[config.mk]
export PLATFORM = sky130hd
export DESIGN_NAME = clkbank_cfg_slave
export DESIGN_NICKNAME = d
export VERILOG_FILES = /design/src/rtl/clkbank_cfg_pkg.sv /design/src/rtl/line_sync.sv /design/src/rtl/byte_shifter.sv /design/src/rtl/enable_bank.sv /design/src/rtl/clkbank_cfg_slave.sv
export SDC_FILE = /design/constraint.sdc
export NUM_CORES = 1
export LEC_CHECK = 0
export CORE_MARGIN = 5
export CORE_UTILIZATION = 49
export CTS_CLUSTER_SIZE = 40
export DETAILED_ROUTE_END_ITERATION = 12
export PLACE_DENSITY = 0.75
export SYNTH_ARGS = -nofsm -noshare
export SYNTH_HDL_FRONTEND = slang
export SYNTH_SLANG_ARGS = --single-unit
[constraint.sdc]
create_clock -name clk -period 1.8 [get_ports clk]
set_clock_uncertainty 0.1 [all_clocks]
set_input_delay 0.18 -clock clk [delete_from_list [all_inputs] [get_ports clk]]
set_output_delay 0.18 -clock clk [all_outputs]
set_load 0.01 [all_outputs]
[src/rtl/clkbank_cfg_pkg.sv]
package clkbank_cfg_pkg;

    localparam int BYTE_W = 8;
    localparam int CNT_W  = $clog2(BYTE_W + 1);

    typedef enum logic [2:0] {
        ST_IDLE,
        ST_ADDR,
        ST_ADDR_ACK,
        ST_HDR,
        ST_HDR_ACK,
        ST_DATA,
        ST_DATA_ACK,
        ST_IGNORE
    } seq_state_t;

endpackage

[src/rtl/line_sync.sv]
// Multi-stage synchroniser for one bus line, plus a one-cycle history for edge detection.
module line_sync #(
    parameter int STAGES = 2
) (
    input  logic clk,
    input  logic rst_n,
    input  logic pad_in,
    output logic lvl,
    output logic lvl_prev
);
    logic [STAGES-1:0] chain;

    always_ff @(posedge clk or negedge rst_n) begin
        if (!rst_n) begin
            chain    <= '1;
            lvl_prev <= 1'b1;
        end else begin
            chain    <= {chain[STAGES-2:0], pad_in};
            lvl_prev <= chain[STAGES-1];
        end
    end

    assign lvl = chain[STAGES-1];
endmodule

[src/rtl/byte_shifter.sv]
// Receives a byte MSB first and counts the bits taken in.
module byte_shifter
    import clkbank_cfg_pkg::*;
(
    input  logic              clk,
    input  logic              rst_n,
    input  logic              clr,
    input  logic              shift_en,
    input  logic              bit_in,
    output logic [BYTE_W-1:0] data,
    output logic              full
);
    logic [CNT_W-1:0] cnt;

    always_ff @(posedge clk or negedge rst_n) begin
        if (!rst_n) begin
            data <= '0;
            cnt  <= '0;
        end else if (clr) begin
            cnt  <= '0;
        end else if (shift_en) begin
            data <= {data[BYTE_W-2:0], bit_in};
            cnt  <= cnt + CNT_W'(1);
        end
    end

    assign full = (cnt == CNT_W'(BYTE_W));
endmodule

[src/rtl/enable_bank.sv]
// One byte-wide register per index; every bit resets to 1 (all outputs enabled).
module enable_bank
    import clkbank_cfg_pkg::*;
#(
    parameter int NUM_REGS = 3,
    parameter int IDX_W    = 2
) (
    input  logic                       clk,
    input  logic                       rst_n,
    input  logic                       wr_en,
    input  logic [IDX_W-1:0]           wr_idx,
    input  logic [BYTE_W-1:0]          wr_data,
    output logic [NUM_REGS*BYTE_W-1:0] bank
);
    for (genvar g = 0; g < NUM_REGS; g++) begin : g_reg
        always_ff @(posedge clk or negedge rst_n) begin
            if (!rst_n)
                bank[g*BYTE_W +: BYTE_W] <= '1;
            else if (wr_en && (wr_idx == IDX_W'(g)))
                bank[g*BYTE_W +: BYTE_W] <= wr_data;
        end
    end
endmodule

[src/rtl/clkbank_cfg_slave.sv]
module clkbank_cfg_slave
    import clkbank_cfg_pkg::*;
#(
    parameter int           NUM_OUT     = 18,
    parameter int           SYNC_STAGES = 2,
    parameter logic [6:0]   DEV_ADDR    = 7'h69,
    parameter int           NUM_HDR     = 2,
    // derived, keep at default
    parameter int           NUM_REGS    = (NUM_OUT + BYTE_W - 1) / BYTE_W,
    parameter int           RSVD_W      = NUM_REGS * BYTE_W - NUM_OUT
) (
    input  logic               clk,
    input  logic               rst_n,
    input  logic               scl_in,
    input  logic               sda_in,
    output logic               sda_oe,
    output logic [NUM_OUT-1:0] out_en,
    output logic [RSVD_W-1:0]  rsvd
);
    localparam int IDX_W   = $clog2(NUM_REGS + 1);
    localparam int HDR_W   = $clog2(NUM_HDR + 1);
    localparam int LAST_LO = (NUM_REGS - 1) * BYTE_W;
    localparam int TOP_OUT = NUM_OUT - LAST_LO;

    // line conditioning
    logic scl_s, scl_p, sda_s, sda_p;
    logic scl_rise, scl_fall, start_det, stop_det;

    line_sync #(.STAGES(SYNC_STAGES)) u_scl (
        .clk(clk), .rst_n(rst_n), .pad_in(scl_in), .lvl(scl_s), .lvl_prev(scl_p));
    line_sync #(.STAGES(SYNC_STAGES)) u_sda (
        .clk(clk), .rst_n(rst_n), .pad_in(sda_in), .lvl(sda_s), .lvl_prev(sda_p));

    assign scl_rise  =  scl_s & ~scl_p;
    assign scl_fall  = ~scl_s &  scl_p;
    assign start_det =  scl_s &  scl_p &  sda_p & ~sda_s;
    assign stop_det  =  scl_s &  scl_p & ~sda_p &  sda_s;

    // sequencer state
    seq_state_t         state, state_n;
    logic [HDR_W-1:0]   hdr_cnt;
    logic [IDX_W-1:0]   data_idx;
    logic [BYTE_W-1:0]  rx_byte;
    logic               rx_full;
    logic               shift_en, shift_clr, wr_en, byte_done, bus_evt;

    assign byte_done = scl_fall & rx_full;
    assign bus_evt   = start_det | stop_det;

    byte_shifter u_shift (
        .clk(clk), .rst_n(rst_n), .clr(shift_clr), .shift_en(shift_en),
        .bit_in(sda_s), .data(rx_byte), .full(rx_full));

    // state register
    always_ff @(posedge clk or negedge rst_n) begin
        if (!rst_n) state <= ST_IDLE;
        else        state <= state_n;
    end

    // next-state decode
    always_comb begin
        state_n = state;
        if (start_det) begin
            state_n = ST_ADDR;
        end else if (stop_det) begin
            state_n = ST_IDLE;
        end else begin
            unique case (state)
                ST_IDLE:     state_n = ST_IDLE;
                ST_ADDR:     if (byte_done)
                                 state_n = (rx_byte == {DEV_ADDR, 1'b0}) ? ST_ADDR_ACK : ST_IGNORE;
                ST_ADDR_ACK: if (scl_fall) state_n = ST_HDR;
                ST_HDR:      if (byte_done) state_n = ST_HDR_ACK;
                ST_HDR_ACK:  if (scl_fall)
                                 state_n = (hdr_cnt == HDR_W'(NUM_HDR - 1)) ? ST_DATA : ST_HDR;
                ST_DATA:     if (byte_done) state_n = ST_DATA_ACK;
                ST_DATA_ACK: if (scl_fall) state_n = ST_DATA;
                ST_IGNORE:   state_n = ST_IGNORE;
                default:     state_n = ST_IDLE;
            endcase
        end
    end

    // outputs and datapath controls
    always_comb begin
        sda_oe    = 1'b0;
        shift_en  = 1'b0;
        shift_clr = start_det;
        wr_en     = 1'b0;
        unique case (state)
            ST_ADDR, ST_HDR: begin
                shift_en = scl_rise & ~rx_full & ~bus_evt;
            end
            ST_DATA: begin
                shift_en = scl_rise & ~rx_full & ~bus_evt;
                wr_en    = byte_done & ~bus_evt & (data_idx < IDX_W'(NUM_REGS));
            end
            ST_ADDR_ACK, ST_HDR_ACK, ST_DATA_ACK: begin
                sda_oe    = 1'b1;
                shift_clr = start_det | scl_fall;
            end
            default: ;
        endcase
    end

    // header and data counters
    always_ff @(posedge clk or negedge rst_n) begin
        if (!rst_n) begin
            hdr_cnt  <= '0;
            data_idx <= '0;
        end else if (start_det) begin
            hdr_cnt  <= '0;
            data_idx <= '0;
        end else if (!stop_det && scl_fall) begin
            if (state == ST_HDR_ACK)
                hdr_cnt <= hdr_cnt + HDR_W'(1);
            if (state == ST_DATA_ACK && data_idx < IDX_W'(NUM_REGS))
                data_idx <= data_idx + IDX_W'(1);
        end
    end

    // enable registers
    logic [NUM_REGS*BYTE_W-1:0] bank;

    enable_bank #(.NUM_REGS(NUM_REGS), .IDX_W(IDX_W)) u_bank (
        .clk(clk), .rst_n(rst_n), .wr_en(wr_en), .wr_idx(data_idx),
        .wr_data(rx_byte), .bank(bank));

    // the outputs of the last register sit in its top bits, the reserved bits below them
    assign out_en = {bank[NUM_REGS*BYTE_W-1 -: TOP_OUT], bank[LAST_LO-1:0]};
    assign rsvd   = bank[LAST_LO +: RSVD_W];
endmodule

==> impl_metrics.env, run 1 <==
export IMPL_sw_frac_of_total=0.323
export IMPL_worstSetupPathType="reg2reg"
export IMPL_first_global_vias=1536
export IMPL_rrSetupSlack_ns=-0.1
export IMPL_io_buffers=28
export IMPL_rsz0062_at_grt="true"
export IMPL_setup_viol_count_final=31
export IMPL_synth_seq_cells=49
export IMPL_worst_ir_drop_vdd_mv=0.859
export IMPL_critPathMaxStageDelay_ns=0.39
export IMPL_ys_types=43
export IMPL_num_vias=1435
export IMPL_drt_vias_per_instance=5.44
export IMPL_final_nets=222
export IMPL_seqPwrFrac=0.523
export IMPL_grt_max_degree=32
export IMPL_dp_hpwl_um=3160
export IMPL_cts_buffers=5
export IMPL_min_from="scl_in"
export IMPL_synth_top_area_share=0.355
export IMPL_min_to="u_scl.chain[0]$_DFF_PN1_"
export IMPL_core_area_sq_um=4380
export IMPL_dp_cells=254
export IMPL_design_area_sq_um=2910
export IMPL_synth_edf_count=0
export IMPL_grt_pass1_wl_um=7760
export IMPL_numClockSinks=49
export IMPL_finish_utilization=0.663
export IMPL_pre_cts_ws_ns=-0.103
export IMPL_yosysTopAreaCell="dfstp_2"
export IMPL_diodes=0
export IMPL_leakage_nw=1.25
export IMPL_maxCapViolCount=0
export IMPL_die_area_sq_um=5980
export IMPL_path_cells="inv_1 > ha_1 > and3b_1 > nor4b_4 > and3_4 > buf_8 > mux2_4"
export IMPL_worst_hold_path_type="in2reg"
export IMPL_cp_start_kind="flop"
export IMPL_switchingPower_mw=0.967
export IMPL_cp_data_arrival_time_ns=2.03
export IMPL_fin_crit_sh=1.05
export IMPL_row_count=24
export IMPL_clkPwrFrac=0.214
export IMPL_final_setup_tns_ns=-2.00
export IMPL_clk_path_buf_depth=2
export IMPL_wl_per_cell_um=17.5
export IMPL_synthCells=162
export IMPL_tightest_slew_ns=0.420
export IMPL_fmax_mhz=527
export IMPL_clk_pin_slew_worst_paths_ns=0.09
export IMPL_synth_common_cells="mux2_2, dfstp_2, dfrtp_1"
export IMPL_drc=0
export IMPL_first_iter_violations=88
export IMPL_reg2reg_depth=7
export IMPL_p_int_mw=2.03
export IMPL_r2r_start="u_shift.cnt[0]$_DFFE_PN0P_"
export IMPL_crit_slowest_cell="dfrtp_1"
export IMPL_syn_cell_area_sq_um=2220
export IMPL_pin_count=29
export IMPL_syn_num_nets=173
export IMPL_cts_htree_levels=2
export IMPL_required_ns=1.93
export IMPL_track_usage=0.166
export IMPL_ys_async_sr_fraction=1.00
export IMPL_clk_latency_ns=0.30
export IMPL_cts_tree="yes"
export IMPL_ant_nets=0
export IMPL_antenna_found_initial=0
export IMPL_yosysMostFrequentCell="mux2_2"
export IMPL_die_h_um=77.3
export IMPL_hold_violations=0
export IMPL_layout_drive_gt1_share=0.500
export IMPL_finalPower_mw=3.00
export IMPL_syn_avg_cell_area_sq_um=13.7
export IMPL_seq_area_frac_synth=0.569
export IMPL_slew_viol_final=0
export IMPL_startpoint="u_shift.cnt[0]$_DFFE_PN0P_"
export IMPL_first_pass_iters=4
export IMPL_fin_crit_ns=1.90
export IMPL_setup_slack_ns=-0.0980
export IMPL_yosysWarningCount=0
export IMPL_rr_endpoint="u_bank.bank[11]$_DFFE_PN1P_"
export IMPL_fin_cells=264
export IMPL_dieWidth_um=77.3
export IMPL_post_cts_buffers=0
export IMPL_max_slew_margin=0.720
export IMPL_wl_um=4630
export IMPL_place_area_sq_um=2660
export IMPL_status="complete, but fails checks"
export IMPL_root_buffer="clkbuf_8"
export IMPL_p_per_area_nw_per_um2=1030
export IMPL_synth_area_leaders="dfstp_2, dfrtp_1, mux2_2"
export IMPL_hold_path_depth=1
export IMPL_p_comb_frac=0.263
export IMPL_violations="negative setup slack"
export IMPL_synth_main_ff_cell="dfstp_2"
export IMPL_hold_slack_ns=0.186
export IMPL_crit_path_max_fanout=6
export IMPL_fillers=323
export IMPL_area_growth_synth_to_final_pct=30.9
export IMPL_initial_core_util=0.507
export IMPL_routabilityCongestion=0.753
export IMPL_end_kind="flop"
export IMPL_overflow=0
[flip-flops by register name (all words and copies together), names as in the netlist]
register,count
u_sda.chain,2
data_idx,2
u_scl.lvl_prev,1
u_shift.data,8
hdr_cnt,2
u_scl.chain,2
u_sda.lvl_prev,1
state,3
u_bank.bank,24
u_shift.cnt,4
[worst max-delay path by stage]
stage / endpoint / slack (ns) / cells past startpoint
floorplan: u_shift.data[0]$_DFFE_PN0P_ / 0.002 / 6
global placement: u_bank.bank[10]$_DFFE_PN1P_ / -0.03 / 7
detailed placement: u_bank.bank[11]$_DFFE_PN1P_ / -0.10 / 7
CTS: u_bank.bank[20]$_DFFE_PN1P_ / -0.10 / 7
global route: u_bank.bank[23]$_DFFE_PN1P_ / -0.20 / 7
finish: u_bank.bank[11]$_DFFE_PN1P_ / -0.1 / 7
[cells by family after synthesis]
logic type                 after synthesis  synth area share
and+or+nand+nor                         34            0.0986
AOI/OAI and AO/OA                       18            0.0631
DFF                                     49             0.569
adders and majority gates                7            0.0394
xor gates and xnor gates                 4            0.0158
buffers and inverters                   15            0.0377
muxes                                   35             0.176
[power groups by stage]
| stage | sequential [mW] | combinational, mW | clock [mW] |
|---|---|---|---|
| finish | 1.57 | 0.788 | 0.640 |
| global route | 1.59 | 0.865 | 0.707 |
| CTS | 1.54 | 0.757 | 0.653 |
| detailed placement | 1.55 | 0.688 | 0 |
| global placement | 1.53 | 0.642 | 0 |
| floorplan | 1.48 | 0.466 | 0 |
[area by class of cell]
type	instances	area [sq um]	share of cell area
sequential	49	1270	0.436
multi-input combinational	98	982	0.338
timing repair buffer	48	473	0.163
clock buffer	6	72.6	0.0250
tap	52	65.1	0.0224
inverter	9	33.8	0.0116
clock inverter	2	13.8	0.00474
[cells in the final DEF (no fill, tap or decap), types with 2 or more instances in the layout]
master,synthesis,layout
nor2b_1,3,3
inv_1,7,7
mux2i_1,2,2
nand2_1,4,4
mux2_4,0,18
clkdlybuf4s50_1,0,26
nor2_1,6,5
buf_4,1,11
clkbuf_8,0,5
o31ai_1,2,2
dfrtp_2,0,2
nor3_1,3,3
buf_8,0,2
xnor2_1,2,2
nand4_1,2,2
buf_6,3,5
inv_2,2,2
ha_1,7,7
dfstp_2,30,30
o21ai_0,3,3
and3_4,0,3
a221oi_1,4,4
dfrtp_1,19,17
mux2_2,33,15
xor2_1,2,2
[layer usage]
metal  track usage  wire length (um)
met5             0                 0
met4        0.0550                64
met3        0.0422               128
met2         0.261              2290
met1         0.223              2150
[timing repair]
| item | 4_1_cts | 5_1_grt |
|---|---|---|
| endpoints found under the hold margin | 5 | 0 |
| pin swaps | 5 | 1 |
| setup endpoints to repair | 37 | 36 |
| hold buffers | 1 | 0 |
| gates resized for setup | 30 | 10 |
| cloned | 1 | 0 |
[worst max-delay path, delay by kind of cell (launching register included)]
family	cells	cell delay, ns
AND/OR/NAND/NOR	3	0.68
flip-flops	1	0.39
multiplexers	1	0.31
buffers and inverters	2	0.20
adder cells (fa/ha/maj)	1	0.14
No activity file was read; power rests on OpenSTA's default activity.
==> inputs of run 2 (changes only) <==
--- a/config.mk
+++ b/config.mk
@@ -10,6 +10,7 @@
 export CTS_CLUSTER_SIZE = 40
 export DETAILED_ROUTE_END_ITERATION = 12
 export PLACE_DENSITY = 0.75
+export SLEW_MARGIN = 20
 export SYNTH_ARGS = -nofsm -noshare
 export SYNTH_HDL_FRONTEND = slang
 export SYNTH_SLANG_ARGS = --single-unit
==> results of run 2 <==
Final layout, timing and power as in run 1 (identical DEF).
==> inputs of run 3 (changes only) <==
--- a/config.mk
+++ b/config.mk
@@ -5,6 +5,7 @@
 export SDC_FILE = /design/constraint.sdc
 export NUM_CORES = 1
 export LEC_CHECK = 0
+export CAP_MARGIN = 0
 export CORE_MARGIN = 5
 export CORE_UTILIZATION = 49
 export CTS_CLUSTER_SIZE = 40
==> results of run 3 <==
Final layout, timing and power as in run 1 (identical DEF).
